===== src/rtl/txr_pkg.sv =====
package txr_pkg;
  parameter int unsigned ADDR_W     = 32;
  parameter int unsigned WORD_W     = 16;
  parameter int unsigned BYTE_W     = 8;
  parameter int unsigned ALIGN_BITS = 2;

  localparam int unsigned WORD_BYTES  = WORD_W / BYTE_W;
  localparam int unsigned CNT_W       = $clog2(WORD_BYTES + 1);
  localparam int unsigned DESC_WORDS  = 4;
  localparam int unsigned DESC_STRIDE = DESC_WORDS * WORD_BYTES;

  // control word bit positions (decoded by software as well)
  localparam int unsigned CB_OWN   = 15;
  localparam int unsigned CB_WRAP  = 13;
  localparam int unsigned CB_END   = 11;
  localparam int unsigned CB_CRC   = 10;
  localparam int unsigned CB_BADCRC = 9;

  typedef enum logic [1:0] {
    TAIL_NONE   = 2'b00,
    TAIL_CRC    = 2'b01,
    TAIL_BADCRC = 2'b10
  } tail_e;

  typedef enum logic [2:0] {
    ST_IDLE, ST_CTRL, ST_LEN, ST_PHI, ST_PLO, ST_DATA, ST_DRAIN, ST_REL
  } seq_e;
endpackage


===== src/rtl/txr_tail_decode.sv =====
module txr_tail_decode
  import txr_pkg::*;
(
  input  logic [WORD_W-1:0] ctrl,
  output tail_e             tail
);
  always_comb begin
    if (ctrl[CB_BADCRC])   tail = TAIL_BADCRC;
    else if (ctrl[CB_CRC]) tail = TAIL_CRC;
    else                   tail = TAIL_NONE;
  end
endmodule


===== src/rtl/txr_byte_serializer.sv =====
module txr_byte_serializer
  import txr_pkg::*;
(
  input  logic              clk,
  input  logic              rst_n,
  input  logic              load,
  input  logic [WORD_W-1:0] word,
  input  logic [CNT_W-1:0]  nbytes,
  input  logic              ends_frame,
  input  tail_e             tail_in,
  output logic              empty,
  output logic              tx_valid,
  input  logic              tx_ready,
  output logic [BYTE_W-1:0] tx_data,
  output logic              tx_last,
  output tail_e             tx_tail
);
  logic [WORD_W-1:0] shreg;
  logic [CNT_W-1:0]  left;
  logic              endf;
  tail_e             tail_q;

  assign empty    = (left == '0);
  assign tx_valid = !empty;
  assign tx_data  = shreg[WORD_W-1 -: BYTE_W];
  assign tx_last  = endf && (left == CNT_W'(1));
  assign tx_tail  = tx_last ? tail_q : TAIL_NONE;

  always_ff @(posedge clk) begin
    if (!rst_n) begin
      shreg  <= '0;
      left   <= '0;
      endf   <= 1'b0;
      tail_q <= TAIL_NONE;
    end else if (load) begin
      shreg  <= word;
      left   <= nbytes;
      endf   <= ends_frame;
      tail_q <= tail_in;
    end else if (tx_valid && tx_ready) begin
      shreg <= shreg << BYTE_W;
      left  <= left - CNT_W'(1);
    end
  end
endmodule


===== src/rtl/txr_seq.sv =====
module txr_seq
  import txr_pkg::*;
(
  input  logic              clk,
  input  logic              rst_n,
  input  logic              kick,
  input  logic [ADDR_W-1:0] ring_base,
  output logic              mem_req,
  output logic              mem_we,
  output logic [ADDR_W-1:0] mem_addr,
  output logic [WORD_W-1:0] mem_wdata,
  input  logic [WORD_W-1:0] mem_rdata,
  input  logic              mem_ack,
  input  logic              ser_empty,
  output logic              ser_load,
  output logic [CNT_W-1:0]  ser_nbytes,
  output logic              ser_final,
  output logic [WORD_W-1:0] ctrl_q,
  output logic              err_pulse
);
  seq_e              st;
  logic [ADDR_W-1:0] cur;
  logic [ADDR_W-1:0] ptr;
  logic [WORD_W-1:0] ptr_hi;
  logic [WORD_W-1:0] remain;
  logic              started;
  logic              bad;

  localparam logic [WORD_W-1:0] PER_WORD = WORD_W'(WORD_BYTES);

  always_comb begin
    mem_req = 1'b1;
    mem_we  = 1'b0;
    unique case (st)
      ST_CTRL: mem_addr = cur;
      ST_LEN:  mem_addr = cur + ADDR_W'(WORD_BYTES);
      ST_PHI:  mem_addr = cur + ADDR_W'(2 * WORD_BYTES);
      ST_PLO:  mem_addr = cur + ADDR_W'(3 * WORD_BYTES);
      ST_DATA: mem_addr = ptr;
      ST_REL: begin
        mem_addr = cur;
        mem_we   = 1'b1;
      end
      default: begin
        mem_addr = cur;
        mem_req  = 1'b0;
      end
    endcase
    mem_wdata = ctrl_q & ~(WORD_W'(1) << CB_OWN);
  end

  assign ser_load   = (st == ST_DATA) && mem_ack;
  assign ser_nbytes = (remain >= PER_WORD) ? CNT_W'(WORD_BYTES) : CNT_W'(remain);
  assign ser_final  = (remain <= PER_WORD);

  always_ff @(posedge clk) begin
    if (!rst_n) begin
      st        <= ST_IDLE;
      cur       <= '0;
      ptr       <= '0;
      ptr_hi    <= '0;
      remain    <= '0;
      ctrl_q    <= '0;
      started   <= 1'b0;
      bad       <= 1'b0;
      err_pulse <= 1'b0;
    end else begin
      err_pulse <= 1'b0;
      unique case (st)
        ST_IDLE: if (kick) begin
          if (!started) cur <= ring_base;
          started <= 1'b1;
          st      <= ST_CTRL;
        end
        ST_CTRL: if (mem_ack) begin
          ctrl_q <= mem_rdata;
          bad    <= 1'b0;
          st     <= mem_rdata[CB_OWN] ? ST_LEN : ST_IDLE;
        end
        ST_LEN: if (mem_ack) begin
          remain <= mem_rdata;
          st     <= ST_PHI;
        end
        ST_PHI: if (mem_ack) begin
          ptr_hi <= mem_rdata;
          st     <= ST_PLO;
        end
        ST_PLO: if (mem_ack) begin
          ptr <= ADDR_W'({ptr_hi, mem_rdata});
          if (mem_rdata[ALIGN_BITS-1:0] != '0) begin
            bad <= 1'b1;
            st  <= ST_REL;
          end else begin
            st <= (remain == '0) ? ST_REL : ST_DATA;
          end
        end
        ST_DATA: if (mem_ack) begin
          remain <= ser_final ? '0 : remain - PER_WORD;
          ptr    <= ptr + ADDR_W'(WORD_BYTES);
          st     <= ST_DRAIN;
        end
        ST_DRAIN: if (ser_empty) st <= (remain == '0) ? ST_REL : ST_DATA;
        ST_REL: if (mem_ack) begin
          err_pulse <= bad;
          cur <= ctrl_q[CB_WRAP] ? ring_base : cur + ADDR_W'(DESC_STRIDE);
          st  <= ST_CTRL;
        end
        default: st <= ST_IDLE;
      endcase
    end
  end
endmodule


===== src/rtl/txdesc_ring_engine.sv =====
module txdesc_ring_engine
  import txr_pkg::*;
(
  input  logic              clk,
  input  logic              rst_n,
  input  logic [ADDR_W-1:0] ring_base,
  input  logic              kick,
  output logic              mem_req,
  output logic              mem_we,
  output logic [ADDR_W-1:0] mem_addr,
  output logic [WORD_W-1:0] mem_wdata,
  input  logic [WORD_W-1:0] mem_rdata,
  input  logic              mem_ack,
  output logic              tx_valid,
  input  logic              tx_ready,
  output logic [BYTE_W-1:0] tx_data,
  output logic              tx_last,
  output logic [1:0]        tx_crc_mode,
  output logic              err_pulse
);
  logic              ser_empty, ser_load, ser_final;
  logic [CNT_W-1:0]  ser_nbytes;
  logic [WORD_W-1:0] ctrl_q;
  tail_e             tail, out_tail;

  txr_seq u_seq (
    .clk(clk), .rst_n(rst_n), .kick(kick), .ring_base(ring_base),
    .mem_req(mem_req), .mem_we(mem_we), .mem_addr(mem_addr),
    .mem_wdata(mem_wdata), .mem_rdata(mem_rdata), .mem_ack(mem_ack),
    .ser_empty(ser_empty), .ser_load(ser_load), .ser_nbytes(ser_nbytes),
    .ser_final(ser_final), .ctrl_q(ctrl_q), .err_pulse(err_pulse)
  );

  txr_tail_decode u_tail (.ctrl(ctrl_q), .tail(tail));

  txr_byte_serializer u_ser (
    .clk(clk), .rst_n(rst_n), .load(ser_load), .word(mem_rdata),
    .nbytes(ser_nbytes), .ends_frame(ser_final && ctrl_q[CB_END]),
    .tail_in(tail), .empty(ser_empty), .tx_valid(tx_valid),
    .tx_ready(tx_ready), .tx_data(tx_data), .tx_last(tx_last),
    .tx_tail(out_tail)
  );

  assign tx_crc_mode = out_tail;
endmodule


===== config.mk =====
export PLATFORM = sky130hd
export DESIGN_NAME = txdesc_ring_engine
export DESIGN_NICKNAME = d
export VERILOG_FILES = /design/src/rtl/txr_pkg.sv /design/src/rtl/txr_tail_decode.sv /design/src/rtl/txr_byte_serializer.sv /design/src/rtl/txr_seq.sv /design/src/rtl/txdesc_ring_engine.sv
export SDC_FILE = /design/constraint.sdc
export NUM_CORES = 1
export LEC_CHECK = 0
export CAP_MARGIN = 20
export CORE_AREA = 2 2 126 128
export DETAILED_ROUTE_END_ITERATION = 16
export DIE_AREA = 0 0 128 130
export DONT_BUFFER_PORTS = 1
export PLACE_DENSITY = 0.78
export SKIP_CTS_REPAIR_TIMING = 1
export SLEW_MARGIN = 20
export SYNTH_ARGS = -nofsm -noshare
export SYNTH_HDL_FRONTEND = slang
export SYNTH_SLANG_ARGS = --single-unit
export TNS_END_PERCENT = 50

===== constraint.sdc =====
create_clock -name clk -period 3.2 [get_ports clk]
set_input_delay 0.32 -clock clk [delete_from_list [all_inputs] [get_ports clk]]
set_output_delay 0.32 -clock clk [all_outputs]
set_load 0.05 [all_outputs]

==> results by group <==
Synth
  – Multiplexer share of the synthesized area: under 10%
  – Post-Synth Simple-Gate Area: 27.9%
  – Synthesized Nets: 1,351
  – Xor/xnor cell area share of the yosys netlist: under 10%
  – Synth Area in Adders: about 1.1%
  – Register area share after synthesis: 30.5%
  – Synth Register Bits: 138
  – Largest family of logic cells by synthesized area: compound AO/OA/AOI/OAI gates
  – EDFF count, synth: 0
  – Mean Syn Cell Area: 7.01 um^2
  – Syn Inst Count: 1,291
  – Ys async rst share: 0%
  – Main synth FF type: dfxtp_1
  – Complex-gate fraction of the synthesized area: 29.3%
  – Post-Synthesis Cell Area: 0.00904 mm^2
  – Share of the synthesized area in the top cell type: 30.5%
  – Unique cell type count in the Yosys netlist: 83
  – Post-synth top area cell: dfxtp_1
  – Warnings from Yosys: 0
  – Synth top area cells: dfxtp_1 31%, nand2_1 8.7%, a21oi_1 7.2%

Timing
  – Part of the cycle the worst path needs: 97.1%
  – Count of final hold-check violations: 1
  – Final Max Slew Viols: 0
  – Worst Hold Slack: -0.00216 ns
  – RSZ-0062 raised after global routing: true
  – FMAX: 322 MHz
  – Fin Setup TNS: 0 ns
  – Post-route worst setup slack: ~0.093 ns
  – Minimum clock period: 3.11 ns
  – Worst Tran Pin Value: between 1 and 1.5 ns
  – Clock skew: 0.0124 ns
  – Setup Viol. Count Final: 0
  – Worst slew margin: 31.8%

Drt
  – WL final: 34.8 mm
  – Initial DRC count: ~1,700
  – Vias: 10,300
  – Vias per cell: 6.92
  – First-pass DRT Iterations: 9
  – Drt wl/cell: 23.4 um
  – Antenna Nets Post-Route: 0
  – # DRC: 0

Global routing
  – Gr usage total: 40.7%
  – Largest net degree at the start of global routing: 56
  – Vias in the first global route: between 9,000 and 10,000
  – First-pass GRT wire length: 52.3 mm
  – Total gr overflow: 0
  – Initial antenna violation count: 0

Worst setup path
  – Crit Path Category: flip-flop to primary output
  – Reg2Reg Setup Slack: 0.52 ns
  – Reg2reg end: u_seq.remain[15]
  – CP arrival: 2.79 ns
  – R2r startpoint: u_seq.st[0]
  – Worst Setup Start Kind: flip-flop
  – Crit. End Element: primary output
  – Crit-path max FO: 8
  – FF-to-FF path depth: 6
  – Critical path data required time: 2.88 ns

Power
  – Clock power frac: 28.4%
  – Part of the power in registers: 32.5%
  – Int Power: between 0.003 and 0.004 W
  – PwrDens: 647 mW/mm^2
  – Switching power: a little under 0.003 W
  – Maximum VDD drop: 494 uV
  – Total Power: 0.00670 W
  – Leakage: 3.59 nW
  – Sw Ratio: between 40 and 50%
  – Combinational power share: 39.1%

Placement
  – IO buf count: 0
  – Setup WS pre-CTS: 0.293 ns
  – Placed Cells incl. Taps: 1,451
  – Gpl congestion: 0.997
  – DP Wirelength: 24.6 mm

Die
  – Io pins: 116
  – Starting Density: approximately three fifths
  – Die Footprint: 0.0166 mm^2
  – Std-Cell Core Area: ~0.015 mm^2
  – Die height: about 130 um
  – # rows: 46
  – Die width: 128 um

Clock tree
  – Worst-skew pair later-pin latency: 0.43 ns
  – Reg clk slew, reported paths: 0.07 ns
  – Bufs on Longest Clock Path: 2
  – CTS tree: yes
  – CTS buffer count: 17
  – CTS sink count: 138
  – Root Driver: clkbuf_16
  – H-tree depth: 4

Min path
  – Worst Hold End: u_seq.st[0]
  – HP Class: input pin to flip-flop
  – Hold path depth: 1
  – Hold Startpoint: mem_ack

Outcome
  – Failing checks: hold timing
  – Status: finished with violations

Cells and area
  – Filler instances: around 1,300
  – Nets: roughly 1,300
  – Final core occ: 67.1%
  – Layout area overhead: 14.4%
  – Post-Layout Cell Count: 1,487
  – Share of layout cells above drive strength 1: 14.2%

Job
  – Max_cap viols: 0
logic make-up (layout without fill, tap and decap cells):
group	Yosys count	after routing
buf+inv	144	147
compound gates	420	420
flops	138	138
fa+ha+maj	8	8
mux	17	17
other cells	1	2
xor+xnor	24	24
simple gates	539	539
state kept, by name, summed over array words and instances (netlist names):
name / flops
u_seq.ctrl_q: 15
u_ser.shreg: 16
u_seq.bad: 1
u_ser.left: 2
u_seq.err_pulse: 1
u_seq.ptr: 32
u_seq.cur: 32
u_ser.tail_q: 2
u_seq.remain: 16
u_seq.started: 1
u_ser.endf: 1
u_seq.ptr_hi: 16
u_seq.st: 3
synth_stat cells, types with 18 or more instances:
cell	count
o21ai_0	100
a31oi_1	22
a211oi_1	18
clkbuf_1	82
nand2_1	210
a21oi_1	131
nand3_1	45
buf_2	22
and3_1	19
dfxtp_1	138
nor3_1	45
nand4_1	29
nor2_1	122
a22oi_1	24
power groups by stage:
stage	clock network [W]	logic (W)	registers, W
after floorplan	0	0.00182	0.00204
after global placement	0	0.00252	0.00218
after detailed placement	0	0.00255	0.00218
after CTS	0.00191	0.00256	0.00215
after global routing	0.00198	0.00277	0.00219
final	0.00190	0.00262	0.00218
worst max-delay path, cell delays in order, from the launching register on:
cell,delay (ns)
dfxtp_1,0.51
nand3_1,0.29
nor3_2,0.36
buf_4,0.18
nand2_1,0.09
o311ai_0,0.27
o21ai_0,0.14
o221ai_1,0.25
buf_4,0.25
worst max path at each step:
stage / slack (ns) / start / end
after floorplan: -0.28 / u_seq.cur[2] / mem_addr[31]
after global placement: 0.29 / u_seq.cur[11] / mem_addr[18]
after detailed placement: 0.29 / u_seq.cur[11] / mem_addr[18]
after CTS: -0.17 / u_seq.cur[11] / mem_addr[18]
after global routing: -0.05 / u_seq.cur[20] / mem_addr[30]
final: 0.09 / u_seq.cur[7] / mem_addr[12]
cells in the final DEF, fill, tap and decap left out, types with 18 or more instances in the layout:
cell type | synthesis | routed
and3_1 | 19 | 18
nor2_1 | 122 | 121
o21ai_0 | 100 | 91
a21oi_1 | 131 | 130
buf_4 | 10 | 80
nand3_1 | 45 | 44
a31oi_1 | 22 | 22
a22oi_1 | 24 | 24
nand2_1 | 210 | 209
nor3_1 | 45 | 42
nand4_1 | 29 | 29
dfxtp_1 | 138 | 125
layer usage:
metal / track usage (%) / wire length [um] / up-vias
met3: 10.0 / 3710 / 121
li1: - / - / 4703
met1: 51.6 / 13500 / 4776
met4: 18.4 / 1660 / 0
met5: 0 / 0 / -
met2: 66.0 / 15900 / 686
stage by stage:
stage	area, um^2	hold slack, ns
final	10300	-0.00216
after global routing	10300	0.00480
after CTS	10200	-0.0125
after detailed placement	9660	0.437
after global placement	9660	0.434
after floorplan	9040	0.410
area by class of cell:
type                    instances  area, um^2  area share [%]
diodes                          1        2.50          0.0242
well taps                     192         240            2.32
clock inverters                15         129            1.25
inverters                      18        68.8           0.665
multi-input cells            1009        5780            55.8
repair buffers                 97         923            8.92
flip-flops and latches        138        2780            26.9
clock buffers                  17         425            4.11
Power figures use the tool's default switching activity.
